## src/rtl/xmw_pkg.sv

```systemverilog
package xmw_pkg;

  typedef enum logic [1:0] {
    SEQ_IDLE  = 2'd0,
    SEQ_ADDR  = 2'd1,
    SEQ_ARMED = 2'd2
  } seqState_t;

  typedef enum logic [1:0] {
    TGT_DRAM = 2'd0,
    TGT_IRAM = 2'd1,
    TGT_ROM  = 2'd2
  } memTgt_t;

  // strobes from control to datapath, at most one high per cycle
  typedef struct packed {
    logic capAddr;
    logic capMode;
    logic bindRd;
    logic bindWr;
    logic memRd;
    logic memWr;
    logic plainWr;
    logic plainRd;
  } xmwStrobe_t;

  typedef struct packed {
    logic    valid;
    memTgt_t target;
    logic [5:0] step;
  } modeDec_t;

  localparam logic [15:0] MODE_DRAM       = 16'h0018;
  localparam logic [15:0] MODE_DRAM_INC1  = 16'h0818;
  localparam logic [15:0] MODE_DRAM_INC32 = 16'h3018;
  localparam logic [15:0] MODE_IRAM_INC1  = 16'h081c;
  localparam logic [15:0] MODE_IRAM_INC2  = 16'h101c;
  localparam logic [15:0] MODE_ROM_INC1   = 16'h0809;

  localparam logic [15:0] IRAM_MASK  = 16'hfc00;
  localparam logic [15:0] IRAM_MATCH = 16'h8000;

  function automatic modeDec_t decodeMode(input logic [15:0] mode, input logic isWr);
    modeDec_t d;
    d.valid  = 1'b0;
    d.target = TGT_DRAM;
    d.step   = 6'd0;
    case (mode)
      MODE_DRAM:      begin d.valid = 1'b1; d.step = 6'd0; end
      MODE_DRAM_INC1: begin d.valid = 1'b1; d.step = 6'd1; end
      MODE_DRAM_INC32: if (!isWr) begin d.valid = 1'b1; d.step = 6'd32; end
      MODE_IRAM_INC1: if (isWr) begin d.valid = 1'b1; d.target = TGT_IRAM; d.step = 6'd1; end
      MODE_IRAM_INC2: if (isWr) begin d.valid = 1'b1; d.target = TGT_IRAM; d.step = 6'd2; end
      MODE_ROM_INC1:  if (!isWr) begin d.valid = 1'b1; d.target = TGT_ROM; d.step = 6'd1; end
      default: d.valid = 1'b0;
    endcase
    return d;
  endfunction

endpackage

```

## src/rtl/xmw_control.sv

```systemverilog
module xmw_control
  import xmw_pkg::*;
#(
  parameter int NUM_WIN    = 5,
  parameter int DIRECT_WIN = 4,
  localparam int SEL_W     = $clog2(NUM_WIN + 1)
) (
  input  logic             clk,
  input  logic             rstN,
  input  logic             busValid,
  input  logic [SEL_W-1:0] busSel,
  input  logic             busWrite,
  input  logic [1:0]       statusGp,
  output xmwStrobe_t       strobe
);

  localparam logic [SEL_W-1:0] CTRL_SEL   = SEL_W'(NUM_WIN);
  localparam logic [SEL_W-1:0] DIRECT_SEL = SEL_W'(DIRECT_WIN);

  seqState_t seqState, seqNext;
  logic isCtrl, isWin, routed;

  assign isCtrl = busValid && (busSel == CTRL_SEL);
  assign isWin  = busValid && (busSel < CTRL_SEL);
  assign routed = (busSel == DIRECT_SEL) || (|statusGp);

  always_comb begin
    strobe  = '0;
    seqNext = seqState;
    if (isCtrl) begin
      case (seqState)
        SEQ_ADDR: begin
          strobe.capMode = busWrite;
          seqNext        = SEQ_ARMED;
        end
        default: begin
          strobe.capAddr = busWrite;
          seqNext        = SEQ_ADDR;
        end
      endcase
    end else if (isWin) begin
      seqNext = SEQ_IDLE;
      if (seqState == SEQ_ARMED) begin
        strobe.bindRd = !busWrite;
        strobe.bindWr = busWrite;
      end else if (routed) begin
        strobe.memRd = !busWrite;
        strobe.memWr = busWrite;
      end else begin
        strobe.plainWr = busWrite;
        strobe.plainRd = !busWrite;
      end
    end
  end

  always_ff @(posedge clk) begin
    if (!rstN) seqState <= SEQ_IDLE;
    else       seqState <= seqNext;
  end


  seq_start_chk: assert property (@(posedge clk) disable iff (!rstN)
    (seqState == SEQ_IDLE && isCtrl) |=> (seqState == SEQ_ADDR));


  armed_clear_chk: assert property (@(posedge clk) disable iff (!rstN)
    (seqState == SEQ_ARMED && isWin) |=> (seqState == SEQ_IDLE));


  rearm_chk: assert property (@(posedge clk) disable iff (!rstN)
    (seqState == SEQ_ARMED && isCtrl) |=> (seqState == SEQ_ADDR));

endmodule

```

## src/rtl/xmw_datapath.sv

```systemverilog
module xmw_datapath
  import xmw_pkg::*;
#(
  parameter int NUM_WIN     = 5,
  parameter int ROM_BANK_W  = 4,
  parameter int IRAM_IDX_W  = 10,
  localparam int SEL_W      = $clog2(NUM_WIN + 1),
  localparam int MEM_ADDR_W = 16 + ROM_BANK_W
) (
  input  logic                  clk,
  input  logic                  rstN,
  input  xmwStrobe_t            strobe,
  input  logic [SEL_W-1:0]      busSel,
  input  logic                  busWrite,
  input  logic [15:0]           busWdata,
  output logic [15:0]           busRdata,
  output logic                  memEn,
  output logic                  memWe,
  output logic [1:0]            memTarget,
  output logic [MEM_ADDR_W-1:0] memAddr,
  output logic [15:0]           memWdata,
  input  logic [15:0]           memRdata
);

  localparam logic [SEL_W-1:0] CTRL_SEL = SEL_W'(NUM_WIN);

  logic [31:0] rdDesc   [NUM_WIN];
  logic [31:0] wrDesc   [NUM_WIN];
  logic [15:0] plainReg [NUM_WIN];
  logic [15:0] addrWord, modeWord;

  logic        winOk;
  logic [31:0] selDesc;
  logic [15:0] descAddr, descMode, nextAddr;
  modeDec_t    dec;
  logic        iramOk, memAct;

  assign winOk    = busSel < CTRL_SEL;
  assign selDesc  = !winOk ? 32'd0 : (busWrite ? wrDesc[busSel] : rdDesc[busSel]);
  assign descAddr = selDesc[31:16];
  assign descMode = selDesc[15:0];
  assign dec      = decodeMode(descMode, busWrite);
  assign iramOk   = (descAddr & IRAM_MASK) == IRAM_MATCH;
  assign memAct   = strobe.memRd || strobe.memWr;
  assign nextAddr = descAddr + 16'(dec.step);

  always_comb begin
    memEn = memAct && dec.valid;
    if (dec.target == TGT_IRAM && !iramOk) memEn = 1'b0;
  end

  assign memWe     = memEn && strobe.memWr;
  assign memTarget = dec.target;
  assign memWdata  = busWdata;

  always_comb begin
    case (dec.target)
      TGT_ROM:  memAddr = {descMode[ROM_BANK_W-1:0], descAddr};
      TGT_IRAM: memAddr = MEM_ADDR_W'(descAddr[IRAM_IDX_W-1:0]);
      default:  memAddr = MEM_ADDR_W'(descAddr);
    endcase
  end

  always_comb begin
    busRdata = 16'd0;
    if (strobe.memRd && memEn) busRdata = memRdata;
    else if (strobe.plainRd && winOk) busRdata = plainReg[busSel];
  end

  always_ff @(posedge clk) begin
    if (!rstN) begin
      for (int w = 0; w < NUM_WIN; w++) begin
        rdDesc[w]   <= 32'd0;
        wrDesc[w]   <= 32'd0;
        plainReg[w] <= 16'd0;
      end
      addrWord <= 16'd0;
      modeWord <= 16'd0;
    end else begin
      if (strobe.capAddr) addrWord <= busWdata;
      if (strobe.capMode) modeWord <= busWdata;
      if (winOk) begin
        if (strobe.bindRd) rdDesc[busSel] <= {addrWord, modeWord};
        if (strobe.bindWr) wrDesc[busSel] <= {addrWord, modeWord};
        if (strobe.plainWr) plainReg[busSel] <= busWdata;
        if (strobe.memRd && dec.valid) rdDesc[busSel][31:16] <= nextAddr;
        if (strobe.memWr && dec.valid) wrDesc[busSel][31:16] <= nextAddr;
      end
    end
  end


  bind_no_mem_chk: assert property (@(posedge clk) disable iff (!rstN)
    (strobe.bindRd || strobe.bindWr) |-> (!memEn && busRdata == 16'd0));


  rom_read_only_chk: assert property (@(posedge clk) disable iff (!rstN)
    (memEn && memTarget == 2'd2) |-> !memWe);


  plain_no_mem_chk: assert property (@(posedge clk) disable iff (!rstN)
    (strobe.plainRd || strobe.plainWr) |-> !memEn);

  generate
    for (genvar w = 0; w < NUM_WIN; w++) begin : g_stepChk

      rd_step_chk: assert property (@(posedge clk) disable iff (!rstN)
        (strobe.memRd && busSel == SEL_W'(w) && rdDesc[w][15:0] == MODE_DRAM_INC1)
        |=> (rdDesc[w][31:16] == $past(rdDesc[w][31:16]) + 16'd1));
    end
  endgenerate

endmodule

```

## src/rtl/xmw_top.sv

```systemverilog
module xmw_top
  import xmw_pkg::*;
#(
  parameter int NUM_WIN     = 5,
  parameter int DIRECT_WIN  = 4,
  parameter int ROM_BANK_W  = 4,
  parameter int IRAM_IDX_W  = 10,
  localparam int SEL_W      = $clog2(NUM_WIN + 1),
  localparam int MEM_ADDR_W = 16 + ROM_BANK_W
) (
  input  logic                  clk,
  input  logic                  rstN,
  input  logic                  busValid,
  input  logic [SEL_W-1:0]      busSel,
  input  logic                  busWrite,
  input  logic [15:0]           busWdata,
  output logic [15:0]           busRdata,
  input  logic [1:0]            statusGp,
  output logic                  memEn,
  output logic                  memWe,
  output logic [1:0]            memTarget,
  output logic [MEM_ADDR_W-1:0] memAddr,
  output logic [15:0]           memWdata,
  input  logic [15:0]           memRdata
);

  xmwStrobe_t strobe;

  xmw_control #(
    .NUM_WIN    (NUM_WIN),
    .DIRECT_WIN (DIRECT_WIN)
  ) uCtrl (
    .clk      (clk),
    .rstN     (rstN),
    .busValid (busValid),
    .busSel   (busSel),
    .busWrite (busWrite),
    .statusGp (statusGp),
    .strobe   (strobe)
  );

  xmw_datapath #(
    .NUM_WIN    (NUM_WIN),
    .ROM_BANK_W (ROM_BANK_W),
    .IRAM_IDX_W (IRAM_IDX_W)
  ) uDp (
    .clk       (clk),
    .rstN      (rstN),
    .strobe    (strobe),
    .busSel    (busSel),
    .busWrite  (busWrite),
    .busWdata  (busWdata),
    .busRdata  (busRdata),
    .memEn     (memEn),
    .memWe     (memWe),
    .memTarget (memTarget),
    .memAddr   (memAddr),
    .memWdata  (memWdata),
    .memRdata  (memRdata)
  );

endmodule

```

## config.mk

```make
export PLATFORM = sky130hd
export DESIGN_NAME = xmw_top
export DESIGN_NICKNAME = d
export VERILOG_FILES = /design/src/rtl/xmw_pkg.sv /design/src/rtl/xmw_control.sv /design/src/rtl/xmw_datapath.sv /design/src/rtl/xmw_top.sv
export SDC_FILE = /design/constraint.sdc
export NUM_CORES = 1
export LEC_CHECK = 0
export BUFFER_PORTS_ARGS = -buffer_cell sky130_fd_sc_hd__buf_2
export CORE_UTILIZATION = 59
export DETAILED_ROUTE_END_ITERATION = 16
export GPL_ROUTABILITY_DRIVEN = 0
export PLACE_DENSITY_LB_ADDON = 0.05
export SLEW_MARGIN = 30
export SYNTH_ARGS = -nofsm -noshare
export SYNTH_HDL_FRONTEND = slang
export SYNTH_SLANG_ARGS = --single-unit
```

## constraint.sdc

```tcl
create_clock -name clk -period 4.5 [get_ports clk]
set_input_delay 0.225 -clock clk [delete_from_list [all_inputs] [get_ports clk]]
set_output_delay 0.225 -clock clk [all_outputs]
set_load 0.03 [all_outputs]
```

[After elaboration in Yosys (flattened, before gate mapping)]
Memories as Yosys holds them, arrays and structs flattened.
Index checks and enable logic that the tools add are counted.
Storage, ports and cells
  register bits: 34
  memory bits (writable): 400
  logic and storage cells: 100
  memories: 3
Operators by class
  $add $sub $neg: 1
  $lt $le $gt $ge: 1
  equality and inequality tests: 13
  multiplexer cells: 58
  bitwise operators: 2
  reduce and logical (&&, ||, !) cells: 19
Memories
  uDp.rdDesc: words 5, bits a word 32, read ports 1, clocked after memory_dff 0, write ports 5, RTL line xmw_datapath.sv:27  | logic [31:0] rdDesc [NUM_WIN];
  uDp.wrDesc: words 5, bits a word 32, read ports 1, clocked after memory_dff 0, write ports 5, RTL line xmw_datapath.sv:28  | logic [31:0] wrDesc [NUM_WIN];
  uDp.plainReg: words 5, bits a word 16, read ports 1, clocked after memory_dff 0, write ports 5, RTL line xmw_datapath.sv:29  | logic [15:0] plainReg [NUM_WIN];
Operators by type and width (number)
  32-bit two-way mux: 4
  16-bit two-way mux: 5
  32-bit OR reduction: 2
  16-bit by 12-bit == test with 1-bit output, second input constant: 3
  20-bit one-hot mux with 2 select lines: 1
  6-bit one-hot mux with 5 select lines: 1
  9-bit two-way mux: 3
  1-bit two-way mux: 26
  2-bit two-way mux: 9
  6-bit two-way mux: 3
  16-bit by 6-bit adder with 16-bit output: 1
  16-bit by 13-bit == test with 1-bit output, second input constant: 1
  16-bit by 14-bit == test with 1-bit output, second input constant: 1
  16-bit by 5-bit == test with 1-bit output, second input constant: 1
  16-bit OR reduction: 1
  1-bit logical AND: 9
  3-bit two-way mux: 3
  3-bit == test, second input constant: 2
  6-bit == test, second input constant: 1
  2-bit one-hot mux with 3 select lines: 1
  1-bit one-hot mux with 5 select lines: 1
  2-bit by 1-bit == test with 1-bit output, second input constant: 2
  2-bit == test, second input constant: 2
  4-bit two-way mux: 1
  other kinds (6): 10

[Longest topological paths before layout]
  word-level depth: 14
  mapped depth: 18

[Hierarchy]
Synthesis repeated with hierarchy kept, for this count alone.
Second synthesis, totals
  cells, all modules: 1995
  area total of the unflattened synthesis: 23605.1 µm²
By module, submodules not included
  xmw_datapath: instances 1, cells each 1967, area an instance 23404.9 µm², sequential area each 14003.4 µm²
  xmw_control: instances 1, cells each 28, area an instance 200.2 µm², sequential area each 40.0 µm²

[Least setup slack after synthesis]
Ideal clock, no wire load.
  path type: input to register
  start: in busSel[0]
  end: mem uDp.wrDesc[0][28] (data pin)
  library setup time: 0.266 ns
  data arrival time: 4.114 ns
  data required time: 4.234 ns
  path slack: 0.120 ns
  stages on the path: 17
  path through: buf_6 > buf_8 > buf_6 > buf_4 > buf_6 > buf_1 > mux4_2 > mux2i_1 > o22ai_1 > ha_1 > fa_1 > nand2_1 > a2111oi_2 > o21ai_0 > xnor2_2 > a32oi_1 > nor2_1
RTL lines
  start, declared: RTL line xmw_top.sv:14  | input logic [SEL_W-1:0] busSel,
  end, declared: RTL line xmw_datapath.sv:28

==> metrics.log <==
[metrics] Max clock buf depth: 3
[metrics] clock input transition at the sequential cells of the worst setup and hold paths: around 0.060 ns
[metrics] LEAKAGE: 0.00861 µW
[metrics] DR pass1 iterations: 6
[metrics] number of placed instances with taps included: ~2100
[metrics] outcome: finished clean
[metrics] arrival time worst endpoint: approximately 4.4 ns
[metrics] Clock Skew: 0.0195 ns
[metrics] GRT Residual Overflow: 0
[metrics] global-route wire length before repair: 85.5 mm
[metrics] combinational fraction of design power: 7.9%
[metrics] initial standard-cell utilization of the core: about three fifths
[metrics] global-route usage over all layers: between 30% and 40%
[metrics] cell count of the worst reg-to-reg path: 15
[metrics] pin count of the biggest net entering global routing: 42
[metrics] proportion of netlist area held by the largest area contributor: around three fifths
[metrics] internal power: between 6000 and 7000 µW
[metrics] total routed wirelength: about 57 mm
[metrics] post-route fraction of the period consumed by the critical path: ~92%
[metrics] number of distinct library cells after synthesis: a little under 80
[metrics] number of nets at the end of the flow: ~1700
[metrics] relative slew slack: between 40 and 50%
[metrics] Rows: 67
[metrics] dominant cell by count in the synthesized netlist: edfxtp_1
[metrics] Hold Path Cell Cnt: 3
[metrics] Clk network pwr share: about two fifths
[metrics] count of flip-flops with a built-in enable after synthesis: a little under 400
[metrics] shortest clock period the worst path allows after layout: approximately 4.1 ns
[metrics] kind of critical path: reg2reg
[metrics] layout overhead on the synthesized area: 13.3%
[metrics] Clock Latency Late Sink: 0.56 ns
[metrics] Layout Cells excl Fill: between 2000 and 2500
[metrics] synth top area cells: edfxtp_1 (59%), mux4_2 (6.2%), and2_1 (6.1%)
[metrics] grt met2 use: a little under three fifths
[metrics] Final Max Tran Viols: 0
[metrics] type of element capturing the critical path: register
[metrics] average cell area after synthesis: 12.9 µm²
[metrics] via count: between 10000 and 15000
[metrics] Data required, critical path: around 4.8 ns
[metrics] number of nets still failing antenna checks after routing: 0
[metrics] Setup Viol. Count Final: 0
[metrics] met1 Track Usage GR: about 44%
[metrics] IO Pins: 97
[metrics] CP Launch Type: register
[metrics] proportion of layout cells with a drive suffix above 1: 20.9%
[metrics] highest ir drop seen on vdd: 0.307 mV
[metrics] Die Footprint: between 30000 and 40000 µm²
[metrics] Fillers: ~2500
[metrics] share of power burned in registers: 52.1%
[metrics] number of buffers created by CTS: 45
[metrics] number of instances in the synthesized netlist: between 1500 and 2000
[metrics] Die X-Extent: 188 µm
[metrics] mean number of vias per cell: about 6.3
[metrics] synthesis warning total: 0
[metrics] Least-Margin Pin Slew: roughly 0.83 ns
[metrics] Worst Hold Launch: busWdata[12]
[metrics] final-layout setup total negative slack: 0 ns
[metrics] CTS tree: built
[metrics] met3 usage: around 5.0%
[metrics] critical path peak fanout: 5
[metrics] class of the tightest hold or removal check: in2reg
[metrics] setup slack of the worst register-to-register path: 0.37 ns
[metrics] cell area after synthesis: 20300 µm²
[metrics] library cell with the largest summed area after synthesis: edfxtp_1
[metrics] core area: 33700 µm²
[metrics] post-synthesis async set-or-reset flop share: 0%
[metrics] DRC violation count after routing: 0
[metrics] switching portion of total power: between 20% and 30%
[metrics] routing layer with the top usage in global route: met2
[metrics] CTS H-Tree Depth: 2
[metrics] die boundary height: about 190 µm
[metrics] vias in the first global route: between 10000 and 15000
[metrics] setup repair after global routing missed its margin: no
[metrics] net switching component of the power: ~2000 µW
[metrics] most frequently used flop master after synthesis: edfxtp_1
[metrics] initial DRC count: roughly 1400
[metrics] number of flip-flops and latches in the synthesized netlist: between 400 and 500
[metrics] estimated wirelength of the detail-placed design: roughly 37 mm
[metrics] number of antenna violations at the first check in global routing: 2
[metrics] worst reg2reg path startpoint: uDp.wrDesc[1][1]
[metrics] Max Cap Viol: 0
[metrics] Cell Pwr Density: between 300 and 400 nW/µm²
[metrics] worst reg2reg endpoint: uDp.rdDesc[0][30]
[metrics] sequential-to-total area share from yosys stat: between 60% and 70%
[metrics] clock root buffer: clkbuf_16
[metrics] worst hold slack: 0.0162 ns
[metrics] f_max: about 240 MHz
[metrics] post-DR wirelength/cell: approximately 26 µm
[metrics] Hold Vio Cnt, Final: 0
[metrics] port buffer count: between 90 and 100
[metrics] end of the worst hold path: uDp.modeWord[12]
[metrics] clock tree sinks: around 430
[metrics] Post-CTS Resized: 0
[metrics] Critical Path Start: uDp.wrDesc[1][1]
[metrics] most frequent cells after synthesis: edfxtp_1 (397), and2_1 (199), nor2_1 (159), nand2_1 (85), clkbuf_1 (80)
-- flip-flops by register name, summed over array words and instances (netlist names) --
name	flops
uCtrl.seqState	2
uDp.addrWord	16
uDp.modeWord	16
uDp.plainReg	64
uDp.rdDesc	167
uDp.wrDesc	166
-- power groups by stage --
stage / combinational, µW / clock (µW) / sequential [µW]
after detailed placement: 668 / 0 / 4600
after global routing: 721 / 3630 / 4530
after floorplan: 427 / 0 / 4590
after CTS: 680 / 3490 / 4520
final: 686 / 3470 / 4520
after global placement: 664 / 0 / 4590
-- layout make-up --
class	count	area, µm²	share of cell area, %
sequential	431	12600	54.7
tap	448	561	2.43
timing repair buffer	203	1390	6.03
inverter	29	109	0.472
clock inverter	24	135	0.586
clock buffer	58	1220	5.28
antenna	1	2.50	0.0109
multi-input combinational	991	7040	30.5
-- per-layer routing --
layer  share of wire [%]  routed length [µm]  up-vias
li1                    -                   -     6068
met1                  39               21900     6937
met2                  49               27800      713
met3                 8.8                4990      139
met4                 3.3                1870        0
met5                   0                   0        -
-- cells in the final DEF, fill, tap and decap left out, types with 6 or more instances in the layout --
master and n:
edfxtp_1 397, and2_1 199, nor2_1 157, buf_2 92
buf_4 90, nand2_1 84, a21oi_1 77, mux4_2 56
mux2i_1 51, clkbuf_16 47, and3_1 35, dfxtp_1 34
a22oi_1 32, inv_1 28, o21ai_0 24, nor3_1 23
o21ai_1 22, nand3_1 17, mux2_2 16, conb_1 15
dlygate4sd3_1 14, nor2b_1 13, a32o_1 13, clkinv_1 13
o21ai_2 11, clkbuf_1 11, nor4_1 9, nand3_2 9
a211oi_1 8, or3_1 8, o22ai_1 8, xnor2_1 8
clkinv_2 8, o211ai_1 6
-- through the flow --
step           utilization [%]  power [µW]  setup WS [ns]  area (µm²)
2_1_floorplan                -        5010          0.120       20400
3_3_place_gp              63.8        5260          0.136       21500
3_5_place_dp              63.9        5270          0.104       21500
4_1_cts                   68.3        8690          0.127       23000
5_1_grt                   68.4        8880          0.116       23100
6_report                  68.4        8670          0.369       23100
-- timing repair --
item / 4_1_cts / 5_1_grt
endpoints found under the hold margin: 17 / 0
hold buffers: 14 / 0
endpoints found under the setup margin: 0 / 15
buffers inserted: 0 / 2
-- worst max-delay path by stage --
stage | endpoint | slack, ns | depth (start not counted)
detailed placement | uDp.wrDesc[1][28] | 0.10 | 17
global placement | uDp.wrDesc[0][28] | 0.14 | 17
CTS | busRdata[3] | 0.13 | 9
global route | uDp.rdDesc[0][30] | 0.12 | 15
floorplan | uDp.wrDesc[0][28] | 0.12 | 17
finish | uDp.rdDesc[0][30] | 0.37 | 15
-- critical path, cell delays in order (launching register included) --
cell,delay [ns]
edfxtp_1,0.37
mux4_2,0.47
mux2i_1,0.21
o211ai_1,0.15
a32oi_2,0.29
nand4_1,0.28
nor4b_1,0.38
buf_4,0.17
fa_1,0.23
nand2_1,0.08
a2111oi_2,0.20
buf_4,0.20
o2111ai_1,0.12
xnor2_1,0.20
a22oi_1,0.40
nor2_1,0.10
-- logic make-up after synthesis --
group                      share of synthesized area [%]
and+or+nand+nor                                     15.1
buffers and inverters                               3.94
adders and majority gates                          0.283
DFF                                                 61.9
xor gates and xnor gates                           0.504
AOI/OAI and AO/OA                                   8.59
muxes                                               9.59
other                                             0.0184
Note: power is estimated with default switching activity, not from simulation.
